## config.mk

```make
export PLATFORM = sky130hd
export DESIGN_NAME = exc_entry_seq
export DESIGN_NICKNAME = d
export VERILOG_FILES = /design/src/rtl/exc_entry_pkg.sv /design/src/rtl/evt_arbiter.sv /design/src/rtl/entry_calc.sv /design/src/rtl/exc_entry_seq.sv
export SDC_FILE = /design/constraint.sdc
export NUM_CORES = 1
export LEC_CHECK = 0
export BUFFER_PORTS_ARGS = -buffer_cell sky130_fd_sc_hd__buf_4
export CAP_MARGIN = 20
export CORE_UTILIZATION = 49
export CTS_CLUSTER_SIZE = 12
export DETAILED_ROUTE_END_ITERATION = 7
export GPL_TIMING_DRIVEN = 0
export PLACE_DENSITY_LB_ADDON = 0.05
export SETUP_SLACK_MARGIN = 0.15
export SLEW_MARGIN = 20
export SYNTH_ARGS = -nofsm -noshare
export SYNTH_HDL_FRONTEND = slang
export SYNTH_SLANG_ARGS = --single-unit
```

## constraint.sdc

```tcl
create_clock -name clk -period 4 [get_ports clk]
set_input_delay 0.2 -clock clk [delete_from_list [all_inputs] [get_ports clk]]
set_output_delay 0.2 -clock clk [all_outputs]
set_load 0.005 [all_outputs]
```

## src/rtl/exc_entry_pkg.sv

```systemverilog
package exc_entry_pkg;
  localparam int DW = 32;
  localparam int CW = 12;
  localparam int LW = 4;
  localparam int SR_BL = 28;
  localparam int SR_RB = 29;
  localparam int SR_MD = 30;
  localparam int MASK_LO = 4;

  typedef enum logic [1:0] {
    EV_NONE = 2'd0,
    EV_EXC  = 2'd1,
    EV_IRQ  = 2'd2,
    EV_RST  = 2'd3
  } ev_kind_t;

  // Return address after delay-slot rewind and trap advance.
  function automatic logic [DW-1:0] return_addr(logic [DW-1:0] pc, logic in_slot,
                                                logic is_trap);
    logic [DW-1:0] a;
    a = in_slot ? pc - DW'(2) : pc;
    if (is_trap) a = a + DW'(2);
    return a;
  endfunction

  // Handler address per event class.
  function automatic logic [DW-1:0] handler_addr(ev_kind_t k, logic [DW-1:0] vbr,
                                                 logic tlb_miss, logic [DW-1:0] rst_pc);
    logic [DW-1:0] a;
    case (k)
      EV_RST:  a = rst_pc;
      EV_IRQ:  a = vbr + DW'(32'h600);
      default: a = tlb_miss ? vbr + DW'(32'h400) : vbr + DW'(32'h100);
    endcase
    return a;
  endfunction
endpackage

```

## src/rtl/evt_arbiter.sv

```systemverilog
module evt_arbiter
  import exc_entry_pkg::*;
#(
  parameter logic [CW-1:0] EXEMPT_CODE = 12'h1E0,
  parameter logic [CW-1:0] RST_CODE_A  = 12'h000,
  parameter logic [CW-1:0] RST_CODE_B  = 12'h020
) (
  input  logic          take,
  input  logic          exc_valid,
  input  logic [CW-1:0] exc_code,
  input  logic          irq_req,
  input  logic [LW-1:0] irq_level,
  input  logic [DW-1:0] sr,
  output ev_kind_t      kind,
  output logic [CW-1:0] code_eff
);
  logic          blocked;
  logic          exc_to_rst;
  logic          is_rst_code;
  logic          irq_above;
  logic [LW-1:0] imask;

  assign blocked     = sr[SR_BL];
  assign imask       = sr[MASK_LO +: LW];
  assign is_rst_code = (exc_code == RST_CODE_A) || (exc_code == RST_CODE_B);
  assign exc_to_rst  = blocked && (exc_code != EXEMPT_CODE);
  assign irq_above   = irq_level > imask;

  always_comb begin
    kind     = EV_NONE;
    code_eff = exc_code;
    if (take) begin
      if (exc_valid) begin
        if (exc_to_rst) begin
          kind     = EV_RST;
          code_eff = RST_CODE_A;
        end else if (is_rst_code) begin
          kind = EV_RST;
        end else begin
          kind = EV_EXC;
        end
      end else if (irq_req && !blocked && irq_above) begin
        kind = EV_IRQ;
      end
    end
  end
endmodule

```

## src/rtl/entry_calc.sv

```systemverilog
module entry_calc
  import exc_entry_pkg::*;
#(
  parameter logic [CW-1:0] TLB_CODE_A = 12'h040,
  parameter logic [CW-1:0] TLB_CODE_B = 12'h060,
  parameter logic [CW-1:0] TRAP_CODE  = 12'h160,
  parameter logic [DW-1:0] RST_PC     = 32'hA000_0000
) (
  input  ev_kind_t      kind,
  input  logic [CW-1:0] code,
  input  logic [DW-1:0] sr,
  input  logic [DW-1:0] pc,
  input  logic [DW-1:0] vbr,
  input  logic          in_slot,
  output logic [DW-1:0] new_sr,
  output logic [DW-1:0] new_pc,
  output logic [DW-1:0] ret_pc
);
  logic tlb_miss;
  logic is_trap;

  assign tlb_miss = (code == TLB_CODE_A) || (code == TLB_CODE_B);
  assign is_trap  = (kind == EV_EXC) && (code == TRAP_CODE);

  always_comb begin
    new_sr = sr;
    new_sr[SR_BL] = 1'b1;
    new_sr[SR_RB] = 1'b1;
    new_sr[SR_MD] = 1'b1;
    if (kind == EV_RST) new_sr[MASK_LO +: LW] = '1;
  end

  assign new_pc = handler_addr(kind, vbr, tlb_miss, RST_PC);
  assign ret_pc = return_addr(pc, in_slot, is_trap);
endmodule

```

## src/rtl/exc_entry_seq.sv

```systemverilog
module exc_entry_seq
  import exc_entry_pkg::*;
#(
  parameter logic [CW-1:0] EXEMPT_CODE = 12'h1E0,
  parameter logic [CW-1:0] RST_CODE_A  = 12'h000,
  parameter logic [CW-1:0] RST_CODE_B  = 12'h020,
  parameter logic [CW-1:0] TLB_CODE_A  = 12'h040,
  parameter logic [CW-1:0] TLB_CODE_B  = 12'h060,
  parameter logic [CW-1:0] TRAP_CODE   = 12'h160,
  parameter logic [DW-1:0] RST_PC      = 32'hA000_0000
) (
  input  logic          clk,
  input  logic          rst_n,
  input  logic          take_event,
  input  logic          exc_valid,
  input  logic [11:0]   exc_code,
  input  logic          irq_req,
  input  logic [11:0]   irq_code,
  input  logic [3:0]    irq_level,
  input  logic [31:0]   sr_in,
  input  logic [31:0]   pc_in,
  input  logic [31:0]   r15_in,
  input  logic [31:0]   vbr_in,
  input  logic          dslot_in,
  output logic          taken,
  output logic [1:0]    kind,
  output logic [31:0]   sr_out,
  output logic [31:0]   pc_out,
  output logic [31:0]   ssr,
  output logic [31:0]   spc,
  output logic [31:0]   sgr,
  output logic [11:0]   expevt,
  output logic [11:0]   intevt,
  output logic          dslot_clear
);
  ev_kind_t      dec_kind;
  logic [CW-1:0] dec_code;
  logic [DW-1:0] nxt_sr, nxt_pc, nxt_ret;
  logic          ev_go;

  evt_arbiter #(
    .EXEMPT_CODE(EXEMPT_CODE), .RST_CODE_A(RST_CODE_A), .RST_CODE_B(RST_CODE_B)
  ) u_arb (
    .take(take_event), .exc_valid(exc_valid), .exc_code(exc_code),
    .irq_req(irq_req), .irq_level(irq_level), .sr(sr_in),
    .kind(dec_kind), .code_eff(dec_code)
  );

  entry_calc #(
    .TLB_CODE_A(TLB_CODE_A), .TLB_CODE_B(TLB_CODE_B),
    .TRAP_CODE(TRAP_CODE), .RST_PC(RST_PC)
  ) u_calc (
    .kind(dec_kind), .code(dec_code), .sr(sr_in), .pc(pc_in), .vbr(vbr_in),
    .in_slot(dslot_in), .new_sr(nxt_sr), .new_pc(nxt_pc), .ret_pc(nxt_ret)
  );

  assign ev_go = (dec_kind != EV_NONE);

  always_ff @(posedge clk) begin
    if (!rst_n) begin
      taken <= 1'b0; kind <= EV_NONE; dslot_clear <= 1'b0;
      sr_out <= '0; pc_out <= '0; ssr <= '0; spc <= '0; sgr <= '0;
      expevt <= '0; intevt <= '0;
    end else begin
      taken       <= ev_go;
      kind        <= dec_kind;
      dslot_clear <= ev_go && dslot_in;
      if (ev_go) begin
        sr_out <= nxt_sr;
        pc_out <= nxt_pc;
        ssr    <= sr_in;
        spc    <= nxt_ret;
        sgr    <= r15_in;
        if (dec_kind == EV_IRQ) intevt <= irq_code;
        else                    expevt <= dec_code;
      end
    end
  end
endmodule

```

* Word level (Yosys, flattened, before mapping) *
Cells that the tools add are included.

operators by class
  multiplexer cells = 13
  $lt $le $gt $ge = 1
  eq/ne operators = 8
  reduce and logical (&&, ||, !) cells = 12
  bitwise logic cells = 1
  add/sub/neg operators = 5

operator list
  kind                                                                       count
  32-bit 2-to-1 mux                                                          3
  32-bit by 11-bit adder with 32-bit output (second input constant)          2
  32-bit one-hot mux with 2 select lines                                     1
  12-bit 2-to-1 mux                                                          3
  32-bit by 2-bit adder with 32-bit output (second input constant)           1
  32-bit by 9-bit adder with 32-bit output (second input constant)           1
  32-bit by 2-bit subtractor with 32-bit output (second input constant)      1
  12-bit by 7-bit equality test with 1-bit output (second input constant)    2
  12-bit by 6-bit equality test with 1-bit output (second input constant)    1
  12-bit by 9-bit equality test with 1-bit output (second input constant)    1
  12-bit logical NOT                                                         1
  12-bit by 9-bit inequality test with 1-bit output (second input constant)  1
  2-bit 2-to-1 mux                                                           5
  1-bit logical AND                                                          5
  2-bit equality test (second input constant)                                2
  4-bit greater-than comparator                                              1
  4-bit 2-to-1 mux                                                           1
  2-bit AND reduction                                                        2
  2-bit by 1-bit equality test with 1-bit output (second input constant)     1
  1-bit logical OR                                                           2
  2-bit nonzero test                                                         1
  1-bit logical NOT                                                          1
  1-bit NOT                                                                  1

storage, ports and cells
  output and inout port bits = 188
  flip-flop bits (word level) = 188
  logic and storage cells = 50
  input port bits = 162

* Logic depth before layout (Yosys ltp) *
  depth after elaboration = 9
  depth in mapped cells = 13
  depth with buffers taken out = 10

* Cells and area by module *
From an unflattened synthesis, not the netlist that was laid out.

second synthesis, totals
  cells, all modules = 1,348
  area, all modules = 11,089.4 µm²

modules (own cells, without submodules)
  module         times used  seq. area each (µm²)  cells an instance  area an instance (µm²)
  exc_entry_seq  1           3,763.6               830                7,569.8
  entry_calc     1           0.0                   482                3,225.6
  evt_arbiter    1           0.0                   36                 294.0

* Worst setup path after synthesis *
No wires, ideal clock.

  kind = in2reg
  start = input pc_in[1]
  end = register spc[24]
  stages on the path = 13
  arrival = 2.905 ns
  data required time = 3.868 ns
  path slack = 0.963 ns
  buffers on the path = 3
  library setup time = 0.132 ns
  cells stage by stage = buf_2 -> inv_1 -> ha_1 -> nand4bb_1 -> clkbuf_1 -> nor2_2 -> nor4b_2 -> o21bai_1 -> or4_1 -> buf_2 -> or4_1 -> nand3_1 -> a21oi_1

on the way
  word-level cells in the longest chain between the ends = 4

RTL lines
  item                                           line                 RTL
  from (decl)                                    exc_entry_seq.sv:21  input logic [31:0] pc_in,
  32-bit by 2-bit subtractor with 32-bit output  exc_entry_pkg.sv:21  a = in_slot ? pc - DW'(2) : pc;
  32-bit 2-to-1 mux *                            exc_entry_pkg.sv:21
  32-bit by 2-bit adder with 32-bit output       exc_entry_pkg.sv:22  if (is_trap) a = a + DW'(2);
  32-bit 2-to-1 mux *                            exc_entry_pkg.sv:22
  to (signal assigned)                           exc_entry_seq.sv:72  spc <= nxt_ret;
  to (decl)                                      exc_entry_seq.sv:30  output logic [31:0] spc,

Every way passes the cells marked *; elsewhere a longest branch is shown, timed or not.
A chain may end at the register's enable or synchronous reset.

* Final worst setup path *
Same ends and word-level chain as after synthesis.

==> metrics.cfg <==
[yosys]
syn_avg_cell_area_um2 = 7.68
ys.flop_type = dfxtp_1
synth_seq_cells = 161
synthCells = 1153
synth_edf_count = 0
asyncSetResetFlopFracSynth = 0
ys_warn_count = 0
synth_cell_types = 86
seq_area_frac_synth = 0.364
syn_area_um2 = 8850
syn-num-nets = 1326

[worst_hold_path]
hold_path.startpoint = irq_code[0]
hold_path_depth = 3
hold_class = in2reg
hold_end = intevt[0]$_SDFFE_PN0P_

[sta]
fin_worst_skew_ns = 0
tightest_slew_ns = 0.781
hold_violations = 0
fmax_mhz = 302
finalSetupTns_ns = 0
min_period_over_period = 0.827
rsz0062_at_grt = no
finalCriticalPeriod_ns = 3.31
setup_slack_ns = 0.692
maxSlewViolCount = 0
slew_headroom = 0.474
setup_viol = 0

[grt]
globalRouteTotalUtil = 0.350
grt_overflow_total = 0
first_global_vias = 9207
antenna_found_initial = 0
grt_max_degree = 19
grt_pass1_wl_um = 49600

[die]
ioPinCount = 350
rows = 48
die_width_um = 136
core_um2 = 17500
initial_core_util = 0.506
dieArea_um2 = 18600
chipHeight_um = 136

[clock_network]
clockBufferDepth = 2
cts_tree = yes
clk_pin_slew_ns = 0.07
post_cts_resized = 0
numCtsBuffers = 17
htreeDepth = 4
cts_sinks = 161
root_buffer = clkbuf_16
clock_latency_ns = 0.43

[critical_path]
critPathMaxFanout = 10
cp_data_required_time_ns = 4.31
path_class = in2reg
r2r-start = pc_out[8]$_SDFFE_PN0N_
startpoint_type = input port
regToRegSetupSlack_ns = 3.10
crit_path_end_kind = register
r2r_cells = 3
critPathArrivalTime_ns = 3.61
reg2reg_to = pc_out[8]$_SDFFE_PN0N_

[final_layout]
fillers = 1538
multi_input_area_um2 = 5020
final_cell_mix = 359 x buf_4, 254 x nand2_1, 161 x dfxtp_1
final_common_cell = buf_4
drive_above_1_share = 0.293
synthToLayoutAreaGrowth_pct = 38.1
seqCellArea_um2 = 3220
antennaDiodeCount = 0
final_nets = 1677

[drt]
ant_nets = 0
num_vias = 9899
via_per_inst = 5.68
drt_first_iter_violations = 673
post_drt_wl_per_cell_um = 19.0
drt_wl_total_um = 33100
route.detailed.drc = 0
drt-pass1-iter-count = 5

[job]
maxCapViolations = 0

[pwr]
ir_drop_mv = 0.323
p_per_area_nw_per_um2 = 336
p_leak_uw = 0.00517

[outcome]
status = complete, no violations

[placement]
pre_cts_ws_ns = 0.438
hpwl_um = 26000
gp_congestion = 0.945
port_buffers = 331

[flip-flops by register name (all words and copies together) (netlist names)]
name         count
ssr              7
taken            1
intevt          12
spc             32
sgr             32
expevt          12
sr_out          30
dslot_clear      1
kind             2
pc_out          32
[cell type report]
type | instances | share of cell area
sequential | 161 | 0.264
multi-input combinational | 867 | 0.411
inverter | 17 | 0.00522
tap | 225 | 0.0230
clock inverter | 15 | 0.0138
buffer | 108 | 0.0441
clock buffer | 17 | 0.0348
timing repair buffer | 332 | 0.204
[worst max path at each step]
stage                     cells past startpoint  slack (ns)              endpoint     start
after CTS                                    13        0.81  spc[24]$_SDFFE_PN0N_  pc_in[1]
after detailed placement                     13        0.44  spc[24]$_SDFFE_PN0N_  pc_in[1]
final                                        13        0.69  spc[24]$_SDFFE_PN0N_  pc_in[1]
after global placement                       13        0.43  spc[24]$_SDFFE_PN0N_  pc_in[1]
after global routing                         13        0.57  spc[24]$_SDFFE_PN0N_  pc_in[1]
after floorplan                              13        0.96  spc[24]$_SDFFE_PN0N_  pc_in[1]
[repair_timing]
item / 4_1_cts / 5_1_grt
hold buffers: 1 / 0
endpoints found under the hold margin: 1 / 0
setup buffers: 0 / 0
setup endpoints to repair: 0 / 0
[critical path, stage by stage]
cell      delay, ns
buf_2          0.20
inv_1          0.10
ha_1           0.27
and4bb_1       0.22
buf_4          0.18
xnor2_1        0.16
nor4_1         0.60
nand2_2        0.28
or4_1          0.47
buf_2          0.18
or4_1          0.52
nand3_1        0.14
a21oi_1        0.08
[cell usage after synthesis, types with 3 or more instances]
cell type / count / area, µm²
nor4_2: 3 / 37.5
nor3b_1: 8 / 60.1
dfxtp_1: 161 / 3220
a31o_2: 3 / 26.3
o22ai_1: 4 / 25.0
and3_1: 10 / 62.6
xnor2_1: 39 / 342
or2_2: 8 / 50.1
o2111ai_1: 3 / 26.3
buf_4: 28 / 210
a211oi_1: 3 / 22.5
nor4b_2: 4 / 60.1
or3_1: 12 / 75.1
o311ai_0: 3 / 26.3
clkbuf_1: 60 / 225
a31oi_1: 9 / 56.3
nand2b_1: 4 / 25.0
o211ai_1: 9 / 67.6
nand2_1: 254 / 953
o31ai_1: 6 / 45.0
and2_1: 4 / 25.0
or4b_1: 5 / 50.1
buf_1: 7 / 26.3
o21ai_0: 24 / 120
nand3_1: 34 / 170
nand4_1: 18 / 113
nor3_1: 28 / 140
buf_2: 11 / 55.1
nor2_1: 80 / 300
nor4_4: 4 / 85.1
a222oi_1: 12 / 120
xor2_1: 28 / 245
a22oi_1: 8 / 60.1
a21o_1: 4 / 30.0
a21oi_1: 135 / 676
nor4_1: 13 / 81.3
ha_1: 11 / 138
inv_1: 17 / 63.8
mux2i_1: 7 / 70.1
o21bai_1: 4 / 30.0
or4_1: 10 / 75.1
[report_power, final]
group | internal [µW] | total (µW) | leakage (µW) | switching, µW
Clock | 838 | 1620 | 0.000283 | 786
Combinational | 354 | 743 | 0.00357 | 389
Sequential | 1680 | 1730 | 0.00132 | 53.3
Total | 2870 | 4100 | 0.00517 | 1230
[logic make-up (layout without fill, tap and decap cells)]
group,Yosys count,in the layout,synth area share
DFF,161,161,0.364
and+or+nand+nor,524,524,0.294
xor gates and xnor gates,68,68,0.0681
buffers and inverters,125,489,0.0681
adders and majority gates,11,11,0.0156
AOI/OAI and AO/OA,255,255,0.180
muxes,9,9,0.0105
[per-stage QoR]
stage                     hold slack, ns  instance area [µm²]  power, µW  instances  utilization
after global placement             0.438                11600       2490       1709        0.665
after CTS                        0.00277                12200       4110       1742        0.699
after detailed placement           0.444                11600       2500       1709        0.665
after global routing              0.0123                12200       4240       1742        0.699
final                            0.00642                12200       4100       1742        0.699
after floorplan                    0.336                 8850       2100       1153            -
[layer usage]
| metal | track usage | vias to the layer above | part of all wire |
|---|---|---|---|
| met3 | 0.0809 | 77 | 0.082 |
| li1 | - | 4733 | - |
| met1 | 0.424 | 4649 | 0.40 |
| met2 | 0.580 | 440 | 0.48 |
| met4 | 0.173 | 0 | 0.041 |
| met5 | 0 | - | 0 |
Note: power is estimated with default switching activity, not from simulation.
